**config.mk**
```make
export PLATFORM = sky130hd
export DESIGN_NAME = spi_stat_serializer
export DESIGN_NICKNAME = d
export VERILOG_FILES = /design/src/rtl/spi_stat_pkg.sv /design/src/rtl/stat_sync2.sv /design/src/rtl/stat_rise_det.sv /design/src/rtl/stat_down_counter.sv /design/src/rtl/spi_stat_ctrl.sv /design/src/rtl/spi_stat_serializer.sv
export SDC_FILE = /design/constraint.sdc
export NUM_CORES = 1
export LEC_CHECK = 0
export BUFFER_PORTS_ARGS = -buffer_cell sky130_fd_sc_hd__buf_2
export CAP_MARGIN = 30
export CORE_MARGIN = 2
export CORE_UTILIZATION = 45
export DETAILED_ROUTE_END_ITERATION = 16
export PLACE_DENSITY_LB_ADDON = 0.12
export SYNTH_ARGS = -nofsm -noshare
export SYNTH_HDL_FRONTEND = slang
export SYNTH_SLANG_ARGS = --single-unit
```
**constraint.sdc**
```tcl
create_clock -name clk -period 2.3 [get_ports clk]
set_input_delay 0.23 -clock clk [delete_from_list [all_inputs] [get_ports clk]]
set_output_delay 0.23 -clock clk [all_outputs]
set_load 0.03 [all_outputs]
```
**src/rtl/spi_stat_pkg.sv**
```systemverilog
// Shared types for the SPI status serializer.
// Assumes: controller states fit in three bits; unused codes exist and recover to idle.
package spi_stat_pkg;
    typedef enum logic [2:0] {
        ST_IDLE     = 3'd0,
        ST_WAIT     = 3'd1,
        ST_DRIVE    = 3'd2,
        ST_ADV_BIT  = 3'd3,
        ST_ADV_BYTE = 3'd4
    } stat_state_e;
endpackage

```
**src/rtl/stat_sync2.sv**
```systemverilog
// Two-flop synchronizer for W independent single-bit signals.
// Assumes: each bit is individually asynchronous; no multi-bit coherence needed.
module stat_sync2 #(
    parameter int              W       = 1,
    parameter logic [W-1:0]    RST_VAL = '0
) (
    input  logic         clk,
    input  logic         rst_n,
    input  logic [W-1:0] d_i,
    output logic [W-1:0] q_o
);
    logic [W-1:0] meta_q;

    // Purpose: move raw inputs through two register stages.
    always_ff @(posedge clk) begin
        if (!rst_n) begin
            meta_q <= RST_VAL;
            q_o    <= RST_VAL;
        end else begin
            meta_q <= d_i;
            q_o    <= meta_q;
        end
    end
endmodule

```
**src/rtl/stat_rise_det.sv**
```systemverilog
// Rising-edge detector producing a one-cycle pulse.
// Assumes: input already synchronous to clk.
module stat_rise_det (
    input  logic clk,
    input  logic rst_n,
    input  logic lvl_i,
    output logic rise_o
);
    logic lvl_q;

    // Purpose: remember last cycle's level.
    always_ff @(posedge clk) begin
        if (!rst_n) lvl_q <= 1'b0;
        else        lvl_q <= lvl_i;
    end

    // Purpose: flag a low-to-high change.
    always_comb rise_o = lvl_i & ~lvl_q;
endmodule

```
**src/rtl/stat_down_counter.sv**
```systemverilog
// Loadable down counter with end-of-count flag.
// Assumes: load has priority over decrement; reset value equals the load value.
module stat_down_counter #(
    parameter int           W        = 3,
    parameter logic [W-1:0] LOAD_VAL = '1
) (
    input  logic         clk,
    input  logic         rst_n,
    input  logic         load_i,
    input  logic         dec_i,
    output logic [W-1:0] val_o,
    output logic         at_end_o
);
    // Purpose: hold, reload or decrement the index.
    always_ff @(posedge clk) begin
        if (!rst_n)      val_o <= LOAD_VAL;
        else if (load_i) val_o <= LOAD_VAL;
        else if (dec_i)  val_o <= val_o - W'(1);
    end

    // Purpose: flag the last index.
    always_comb at_end_o = (val_o == '0);
endmodule

```
**src/rtl/spi_stat_ctrl.sv**
```systemverilog
// Transfer controller: idle, wait for chip select, drive, advance bit, advance byte.
// Assumes: cs_s and sclk_rise are synchronous to clk; sclk_rise lasts one cycle.
module spi_stat_ctrl
    import spi_stat_pkg::*;
(
    input  logic        clk,
    input  logic        rst_n,
    input  logic        arm_i,
    input  logic        cs_s_i,
    input  logic        sclk_rise_i,
    input  logic        bit_end_i,
    input  logic        byte_end_i,
    output stat_state_e state_o,
    output logic        bit_load_o,
    output logic        bit_dec_o,
    output logic        byte_load_o,
    output logic        byte_dec_o
);
    stat_state_e nxt;

    // Purpose: register the controller state.
    always_ff @(posedge clk) begin
        if (!rst_n) state_o <= ST_IDLE;
        else        state_o <= nxt;
    end

    // Purpose: choose the next state from synchronized inputs only.
    always_comb begin
        nxt = ST_IDLE;
        case (state_o)
            ST_IDLE:     nxt = arm_i ? ST_WAIT : ST_IDLE;
            ST_WAIT:     nxt = cs_s_i ? ST_WAIT : ST_DRIVE;
            ST_DRIVE: begin
                if (cs_s_i)
                    nxt = ST_IDLE;
                else if (sclk_rise_i && bit_end_i && byte_end_i)
                    nxt = ST_IDLE;
                else if (sclk_rise_i && bit_end_i)
                    nxt = ST_ADV_BYTE;
                else if (sclk_rise_i)
                    nxt = ST_ADV_BIT;
                else
                    nxt = ST_DRIVE;
            end
            ST_ADV_BIT:  nxt = ST_DRIVE;
            ST_ADV_BYTE: nxt = ST_DRIVE;
            default:     nxt = ST_IDLE;
        endcase
    end

    // Purpose: derive counter controls from the current state.
    always_comb begin
        bit_load_o  = (state_o == ST_IDLE) || (state_o == ST_WAIT) || (state_o == ST_ADV_BYTE);
        byte_load_o = (state_o == ST_IDLE) || (state_o == ST_WAIT);
        bit_dec_o   = (state_o == ST_ADV_BIT);
        byte_dec_o  = (state_o == ST_ADV_BYTE);
    end
endmodule

```
**src/rtl/spi_stat_serializer.sv**
```systemverilog
// Top: serializes a status table onto sdo_o, one bit per synchronized SPI clock rise.
// Assumes: sclk_i and cs_n_i are asynchronous; the master samples sdo_o later
// than four system cycles after each SPI clock rise.
module spi_stat_serializer
    import spi_stat_pkg::*;
#(
    parameter int NUM_BYTES  = 18,
    parameter int BYTE_W     = 8,
    parameter int GRP_W      = 4,
    parameter int ONES_FROM  = 14,
    parameter int ZEROS_FROM = 16
) (
    input  logic              clk,
    input  logic              rst_n,
    input  logic              arm_i,
    input  logic              sclk_i,
    input  logic              cs_n_i,
    input  logic [GRP_W-1:0]  grp_i,
    input  logic [BYTE_W-1:0] loop_i,
    output logic              sdo_o,
    output logic              busy_o
);
    localparam int IDX_W = $clog2(NUM_BYTES);
    localparam int BIT_W = $clog2(BYTE_W);

    logic              sclk_s, cs_s, sclk_rise;
    logic              bit_load, bit_dec, byte_load, byte_dec;
    logic              bit_end, byte_end;
    logic [BIT_W-1:0]  bit_idx;
    logic [IDX_W-1:0]  byte_idx;
    logic [BYTE_W-1:0] tab [NUM_BYTES];
    logic [BYTE_W-1:0] sel_byte;
    stat_state_e       state_q;

    stat_sync2 #(.W(2), .RST_VAL(2'b10)) u_sync (
        .clk   (clk),
        .rst_n (rst_n),
        .d_i   ({cs_n_i, sclk_i}),
        .q_o   ({cs_s, sclk_s})
    );

    stat_rise_det u_rise (
        .clk    (clk),
        .rst_n  (rst_n),
        .lvl_i  (sclk_s),
        .rise_o (sclk_rise)
    );

    stat_down_counter #(.W(BIT_W), .LOAD_VAL(BIT_W'(BYTE_W - 1))) u_bit_cnt (
        .clk      (clk),
        .rst_n    (rst_n),
        .load_i   (bit_load),
        .dec_i    (bit_dec),
        .val_o    (bit_idx),
        .at_end_o (bit_end)
    );

    stat_down_counter #(.W(IDX_W), .LOAD_VAL(IDX_W'(NUM_BYTES - 1))) u_byte_cnt (
        .clk      (clk),
        .rst_n    (rst_n),
        .load_i   (byte_load),
        .dec_i    (byte_dec),
        .val_o    (byte_idx),
        .at_end_o (byte_end)
    );

    spi_stat_ctrl u_ctrl (
        .clk         (clk),
        .rst_n       (rst_n),
        .arm_i       (arm_i),
        .cs_s_i      (cs_s),
        .sclk_rise_i (sclk_rise),
        .bit_end_i   (bit_end),
        .byte_end_i  (byte_end),
        .state_o     (state_q),
        .bit_load_o  (bit_load),
        .bit_dec_o   (bit_dec),
        .byte_load_o (byte_load),
        .byte_dec_o  (byte_dec)
    );

    // Table construction: live status in entries 0 and 1, constants elsewhere.
    for (genvar g = 0; g < NUM_BYTES; g++) begin : g_tab
        if (g == 0) begin : g_grp
            assign tab[g] = {{(BYTE_W - GRP_W){1'b0}}, grp_i};
        end else if (g == 1) begin : g_loop
            assign tab[g] = loop_i;
        end else if (g < ONES_FROM) begin : g_one
            assign tab[g] = BYTE_W'(1);
        end else if (g < ZEROS_FROM) begin : g_ff
            assign tab[g] = '1;
        end else begin : g_zero
            assign tab[g] = '0;
        end
    end

    // Purpose: select the entry addressed by the byte index.
    always_comb begin
        sel_byte = '0;
        for (int i = 0; i < NUM_BYTES; i++) begin
            if (byte_idx == IDX_W'(i)) sel_byte = tab[i];
        end
    end

    // Purpose: drive data only in the drive state; flag activity.
    always_comb begin
        sdo_o  = (state_q == ST_DRIVE) ? sel_byte[bit_idx] : 1'b0;
        busy_o = (state_q != ST_IDLE);
    end
endmodule

```
Word level (Yosys, flattened, before mapping)
Index checks and enable logic that the tools add are counted.
{"block": "totals", "register_bits": 16, "in_bits": 17, "out_inout_bits": 2, "elab_cells": 72}
{"block": "op_classes", "addsub": 2, "magnitude_cmp": 1, "n_eq_ne": 21, "muxes": 28, "n_bitwise": 3, "reduce_logical": 11}
{"operator": "2-to-1 mux 8 bit", "n": 17}
{"operator": "== test 5 x 4 -> 1 bit, second input constant", "n": 8}
{"operator": "== test 5 x 3 -> 1 bit, second input constant", "n": 4}
{"operator": "case mux 3 bit (4 select lines)", "n": 1}
{"operator": "== test 5 x 2 -> 1 bit, second input constant", "n": 2}
{"operator": "== test 5 bit, second input constant", "n": 2}
{"operator": "2-to-1 mux 3 bit", "n": 3}
{"operator": "== test 3 x 2 -> 1 bit, second input constant", "n": 2}
{"operator": "zero test 3 bit", "n": 2}
{"operator": "OR reduction 2 bit", "n": 3}
{"operator": "== test 5 x 1 -> 1 bit, second input constant", "n": 1}
{"operator": "zero test 5 bit", "n": 1}
{"operator": "subtractor 5 x 1 -> 5 bit, second input constant", "n": 1}
{"operator": "less-than comparator 3 x 4 -> 1 bit, second input constant", "n": 1}
{"operator": "2-to-1 mux 1 bit", "n": 4}
{"operator": "2-to-1 mux 4 bit", "n": 1}
{"operator": "binary-select mux 1 bit (select 3 bit)", "n": 1}
{"operator": "== test 3 x 1 -> 1 bit, second input constant", "n": 1}
{"operator": "== test 3 bit, second input constant", "n": 1}
{"operator": "nonzero test 3 bit", "n": 1}
{"operator": "subtractor 3 x 1 -> 3 bit, second input constant", "n": 1}
{"operator": "logical AND 1 bit", "n": 2}
{"operator": "logical OR 1 bit", "n": 2}
{"operator": "2-to-1 mux 2 bit", "n": 1}
{"operator": "2 further kinds", "n": 3}

Logic depth before layout (Yosys ltp)
{"block": "depth", "word_depth": 22, "ltp_mapped": 8, "mapped_depth_nobuf": 7}

By module
Synthesis repeated with hierarchy kept, for this count alone.
{"block": "unflattened", "cells_unflattened": 96, "area_unflattened_um2": 924.6}
{"module": "stat_down_counter (u_byte_cnt)", "n_inst": 1, "cells_per_inst": 26, "area_per_inst_um2": 276.5, "seq_area_each_um2": 100.1}
{"module": "spi_stat_ctrl", "n_inst": 1, "cells_per_inst": 21, "area_per_inst_um2": 182.7, "seq_area_each_um2": 60.1}
{"module": "spi_stat_serializer", "n_inst": 1, "cells_per_inst": 23, "area_per_inst_um2": 177.7, "seq_area_each_um2": 0.0}
{"module": "stat_down_counter (u_bit_cnt)", "n_inst": 1, "cells_per_inst": 15, "area_per_inst_um2": 142.6, "seq_area_each_um2": 60.1}
{"module": "stat_sync2", "n_inst": 1, "cells_per_inst": 8, "area_per_inst_um2": 105.1, "seq_area_each_um2": 80.1}
{"module": "stat_rise_det", "n_inst": 1, "cells_per_inst": 3, "area_per_inst_um2": 40.0, "seq_area_each_um2": 20.0}

Worst setup path after synthesis
OpenSTA, ideal clock, no wires.
{"block": "synth_path", "path_kind": "register -> output", "startpoint": "register u_byte_cnt.val_o[0]", "endpoint": "output sdo_o", "arrival_time_ns": 2.013, "required_ns": 2.070, "setup_slack_ns": 0.057, "stages_incl_launch_ff": 9, "n_path_buf": 1, "cell_sequence": "dfxtp_1 -> inv_1 -> ha_1 -> buf_6 -> or4b_4 -> a32oi_2 -> nand4_1 -> o2bb2ai_1 -> a22o_1"}
{"block": "synth_via", "elab_chain_cells": 22, "elab_cells_between_ends": 39, "cone_classes": "eq/ne: 17; mux: 21; reduce/logical: 1"}
{"item": "from (decl)", "line_no": "stat_down_counter.sv:11", "rtl": "output logic [W-1:0] val_o,"}
{"item": "from (signal assigned)", "line_no": "stat_down_counter.sv:18", "rtl": "else if (dec_i) val_o <= val_o - W'(1);"}
{"item": "zero test 5 bit", "line_no": "spi_stat_serializer.sv:101", "rtl": "if (byte_idx == IDX_W'(i)) sel_byte = tab[i];"}
{"item": "2-to-1 mux 4 bit", "line_no": "spi_stat_serializer.sv:101"}
{"item": "2-to-1 mux 8 bit (16 in series)", "line_no": "spi_stat_serializer.sv:101"}
{"item": "2-to-1 mux 8 bit *", "line_no": "spi_stat_serializer.sv:101"}
{"item": "binary-select mux 1 bit (select 3 bit) *", "line_no": "spi_stat_serializer.sv:107", "rtl": "sdo_o = (state_q == ST_DRIVE) ? sel_byte[bit_idx] : 1'b0;"}
{"item": "2-to-1 mux 1 bit (not written as such) *", "line_no": "spi_stat_serializer.sv:107"}
{"item": "2-to-1 mux 1 bit *", "line_no": "spi_stat_serializer.sv:107"}
{"item": "to (decl)", "line_no": "spi_stat_serializer.sv:20", "rtl": "output logic sdo_o,"}
Every way passes the cells marked *; elsewhere a longest branch is shown, timed or not. The select of a mux whose other input is x is not followed.

Worst setup path after layout
{"block": "layout_path", "startpoint": "register u_byte_cnt.val_o[1]", "endpoint": "output sdo_o"}
The elaborated chain is that of the path after synthesis.

==> run_results.csv <==
group,metric,value,unit
synthesis,synth_edf_count,0,
clocking,cts_tree,"built",
synthesis,ys.warnings.count,0,
global_route,grt_use_total,18.4,%
global_route,antenna_found_initial,0,
route,initialDrtViolationCount,11,
synthesis,synth_area_leader_cell,"dfxtp_1",
die,num_rows,17,
setup_path,arrival,2190,ps
global_route,grt_max_degree,14,
run_status,outcome,"finished, violations left",
setup_path,cp_data_required_time,2070,ps
route,remaining_drc_errors,0,
setup_path,crit_path_end_kind,"primary output",
clocking,cts_root_buf,"clkbuf_4",
die,dieWidth,52.3,um
clocking,clock_path_buffers,2,
placed_design,post-place-cells,172,
die,die-area,2740,um^2
power,power_leakage,0.554,nW
clocking,clock_sinks,16,
setup_path,startpoint_type,"flip-flop",
die,start_util,47.5,%
die,ioPinCount,19,
setup_path,worst-path-buf-inv,2,
synthesis,yosys.area.top_type_share,30.5,%
synthesis,syn_area,1050,um^2
die,core_area,2210,um^2
clocking,clk_pin_slew,90,ps
clocking,cts_inserted_buffers,3,
sta,tns,-118,ps
synthesis,synthesis.nets,153,
setup_path,cpPeakStageDelay,530,ps
setup_path,path_cells,"inv_2 -> ha_2 -> or4b_4 -> a32oi_2 -> nand4_1 -> o2bb2ai_1 -> a22o_1 -> buf_6",
layout,antenna_cells,0,
route,routedWlPerCell,11.8,um
clocking,cts_max_level,1,
route,drtAntennaViolNets,0,
sta,clock.fmax,414,MHz
global_route,grt_pass1_wl,3750,um
synthesis,synth_area_leaders,"dfxtp_1 (31%), ha_1 (8.3%), nand2_1 (5.7%)",
synthesis,synthArstFlopShare,0,%
sta,worst_pin_slew,401,ps
sta,finClkSkew,6.47,ps
sta,slew_violations,0,
setup_path,cp_slowest_cell,"or4b_4",
sta,fin_crit,2420,ps
placed_design,routabilityCongestion,0.810,
route,wirelength,2090,um
sta,relSlewSlack,73.1,%
run_status,violations,"negative setup slack",
clocking,clk_latency,290,ps
global_route,grt_pass1_vias,906,
route,via_per_inst,5.23,
placed_design,portBuffers,18,
power,ir_worst_vdd,0.343,mV
sta,setup_ws,-118,ps
sta,hold_viol,0,
synthesis,synth.avg_cell_area,8.14,um^2
global_route,overflow,0,
setup_path,cp_max_fo,3,
hold_path,hp-class,"in2reg",
synthesis,synthFlopType,"dfxtp_1",
route,vias,931,
power,p_per_area,413,nW/um^2
sta,rsz0062_at_grt,"yes",
layout,mostFrequentLayoutCells,"buf_2 (17), nand2_1 (16), dfxtp_1 (14)",
synthesis,ys_ff_latch,16,
clocking,ctsHoldBuffers,0,
setup_path,crit_family,"simple AND/OR/NAND/NOR gates",
synthesis,synth_cell_type_count,42,
layout,layout_commonest_cell,"buf_2",
layout,synthToLayoutAreaGrowth,18.0,%
sta,setup_viol,1,
layout,final_nets,175,
die,fp.dieH,52.3,um
synthesis,ys_seq_area_share,30.5,%
setup_path,r2r_setup_slack,740,ps
synthesis,syn_inst,129,
route,firstDrtPassIters,4,
sta,fin_crit_sh,105,%
setup_path,worst-setup-path-type,"reg2out",
placed_design,dpl.hpwl,1570,um
flow_run,cap_violations,0,
layout,fin_cells,178,
layout,drive_gt1_share,28.0,%
-- registers in the layout (all words and copies together), names as in the netlist --
signal            count
u_byte_cnt.val_o      5
u_rise.lvl_q          1
u_ctrl.state_o        3
u_bit_cnt.val_o       3
u_sync.q_o            2
u_sync.meta_q         2
-- cell usage after synthesis (all sizes together), types with 2 or more instances --
master   n
xnor2    3
and2     5
ha       7
a21oi    4
mux2i    4
clkbuf   6
dfxtp   16
o21ai    9
o22ai    2
nor3     4
a211oi   2
nand2b   2
buf      2
nor2b    4
nand4    3
inv      8
o21a     2
nand3    4
nor2     7
or3      2
nand2   16
-- area by class of cell --
type	instances	area (um^2)
fill	232	973
multi-input combinational	97	666
sequential	16	323
timing repair buffer	25	149
clock buffer	4	36.3
tap	28	35.0
inverter	8	30.0
-- worst reg2reg max path: cells and delay by family, from the launching register on --
kind             cells  cell delay (ps)
AND/OR/NAND/NOR      4              840
flip-flops           1              480
XOR/XNOR             1              150
-- path summary, 6_finish.rpt --
kind / from / endpoint / cells after the start
setup / recovery: u_byte_cnt.val_o[1] / sdo_o / 8
hold / removal: cs_n_i / u_sync.meta_q[1] / 2
setup reg to reg: u_ctrl.state_o[2] / u_byte_cnt.val_o[4] / 5
hold reg to reg: u_sync.meta_q[1] / u_sync.q_o[1] / 1
-- timing repair --
action,in CTS,in global routing
pin swaps,4,1
setup buffers,2,0
resized for setup,8,0
endpoints found under the hold margin,0,0
setup endpoints to repair,1,1
-- cells by family (layout without fill, tap and decap cells) --
family | count (synthesis) | after routing | synth area share (%)
AO/OA/AOI/OAI | 29 | 29 | 19.5
adder cells (fa/ha/maj) | 7 | 7 | 8.34
XOR/XNOR | 4 | 4 | 3.34
AND/OR/NAND/NOR | 53 | 53 | 27.9
buffers and inverters | 16 | 37 | 6.55
multiplexers | 4 | 4 | 3.81
flip-flops | 16 | 16 | 30.5
-- stage by stage --
step	hold WS (ps)	cell area [um^2]	util (%)	setup WS, ps	power, mW
final	122	1240	56.0	-118	0.511
after global routing	122	1240	56.0	-218	0.535
after CTS	114	1240	56.0	-157	0.522
after detailed placement	397	1170	53.1	2.10	0.332
after global placement	396	1170	53.1	71.0	0.331
after floorplan	303	1050	-	56.6	0.314
-- power breakdown --
group / internal, mW / leakage (nW) / switching [mW]
clock network: 0.0964 / 0.0210 / 0.0896
logic: 0.0201 / 0.402 / 0.0166
registers: 0.282 / 0.130 / 0.00609
-- per-layer routing --
layer	track usage, %	vias to the layer above	routed length (um)
met1	23.4	414	1020
met2	28.3	20	942
li1	-	493	-
met4	9.83	0	31
met5	0	-	0
met3	4.57	4	103
(Power assumes the default switching activity.)
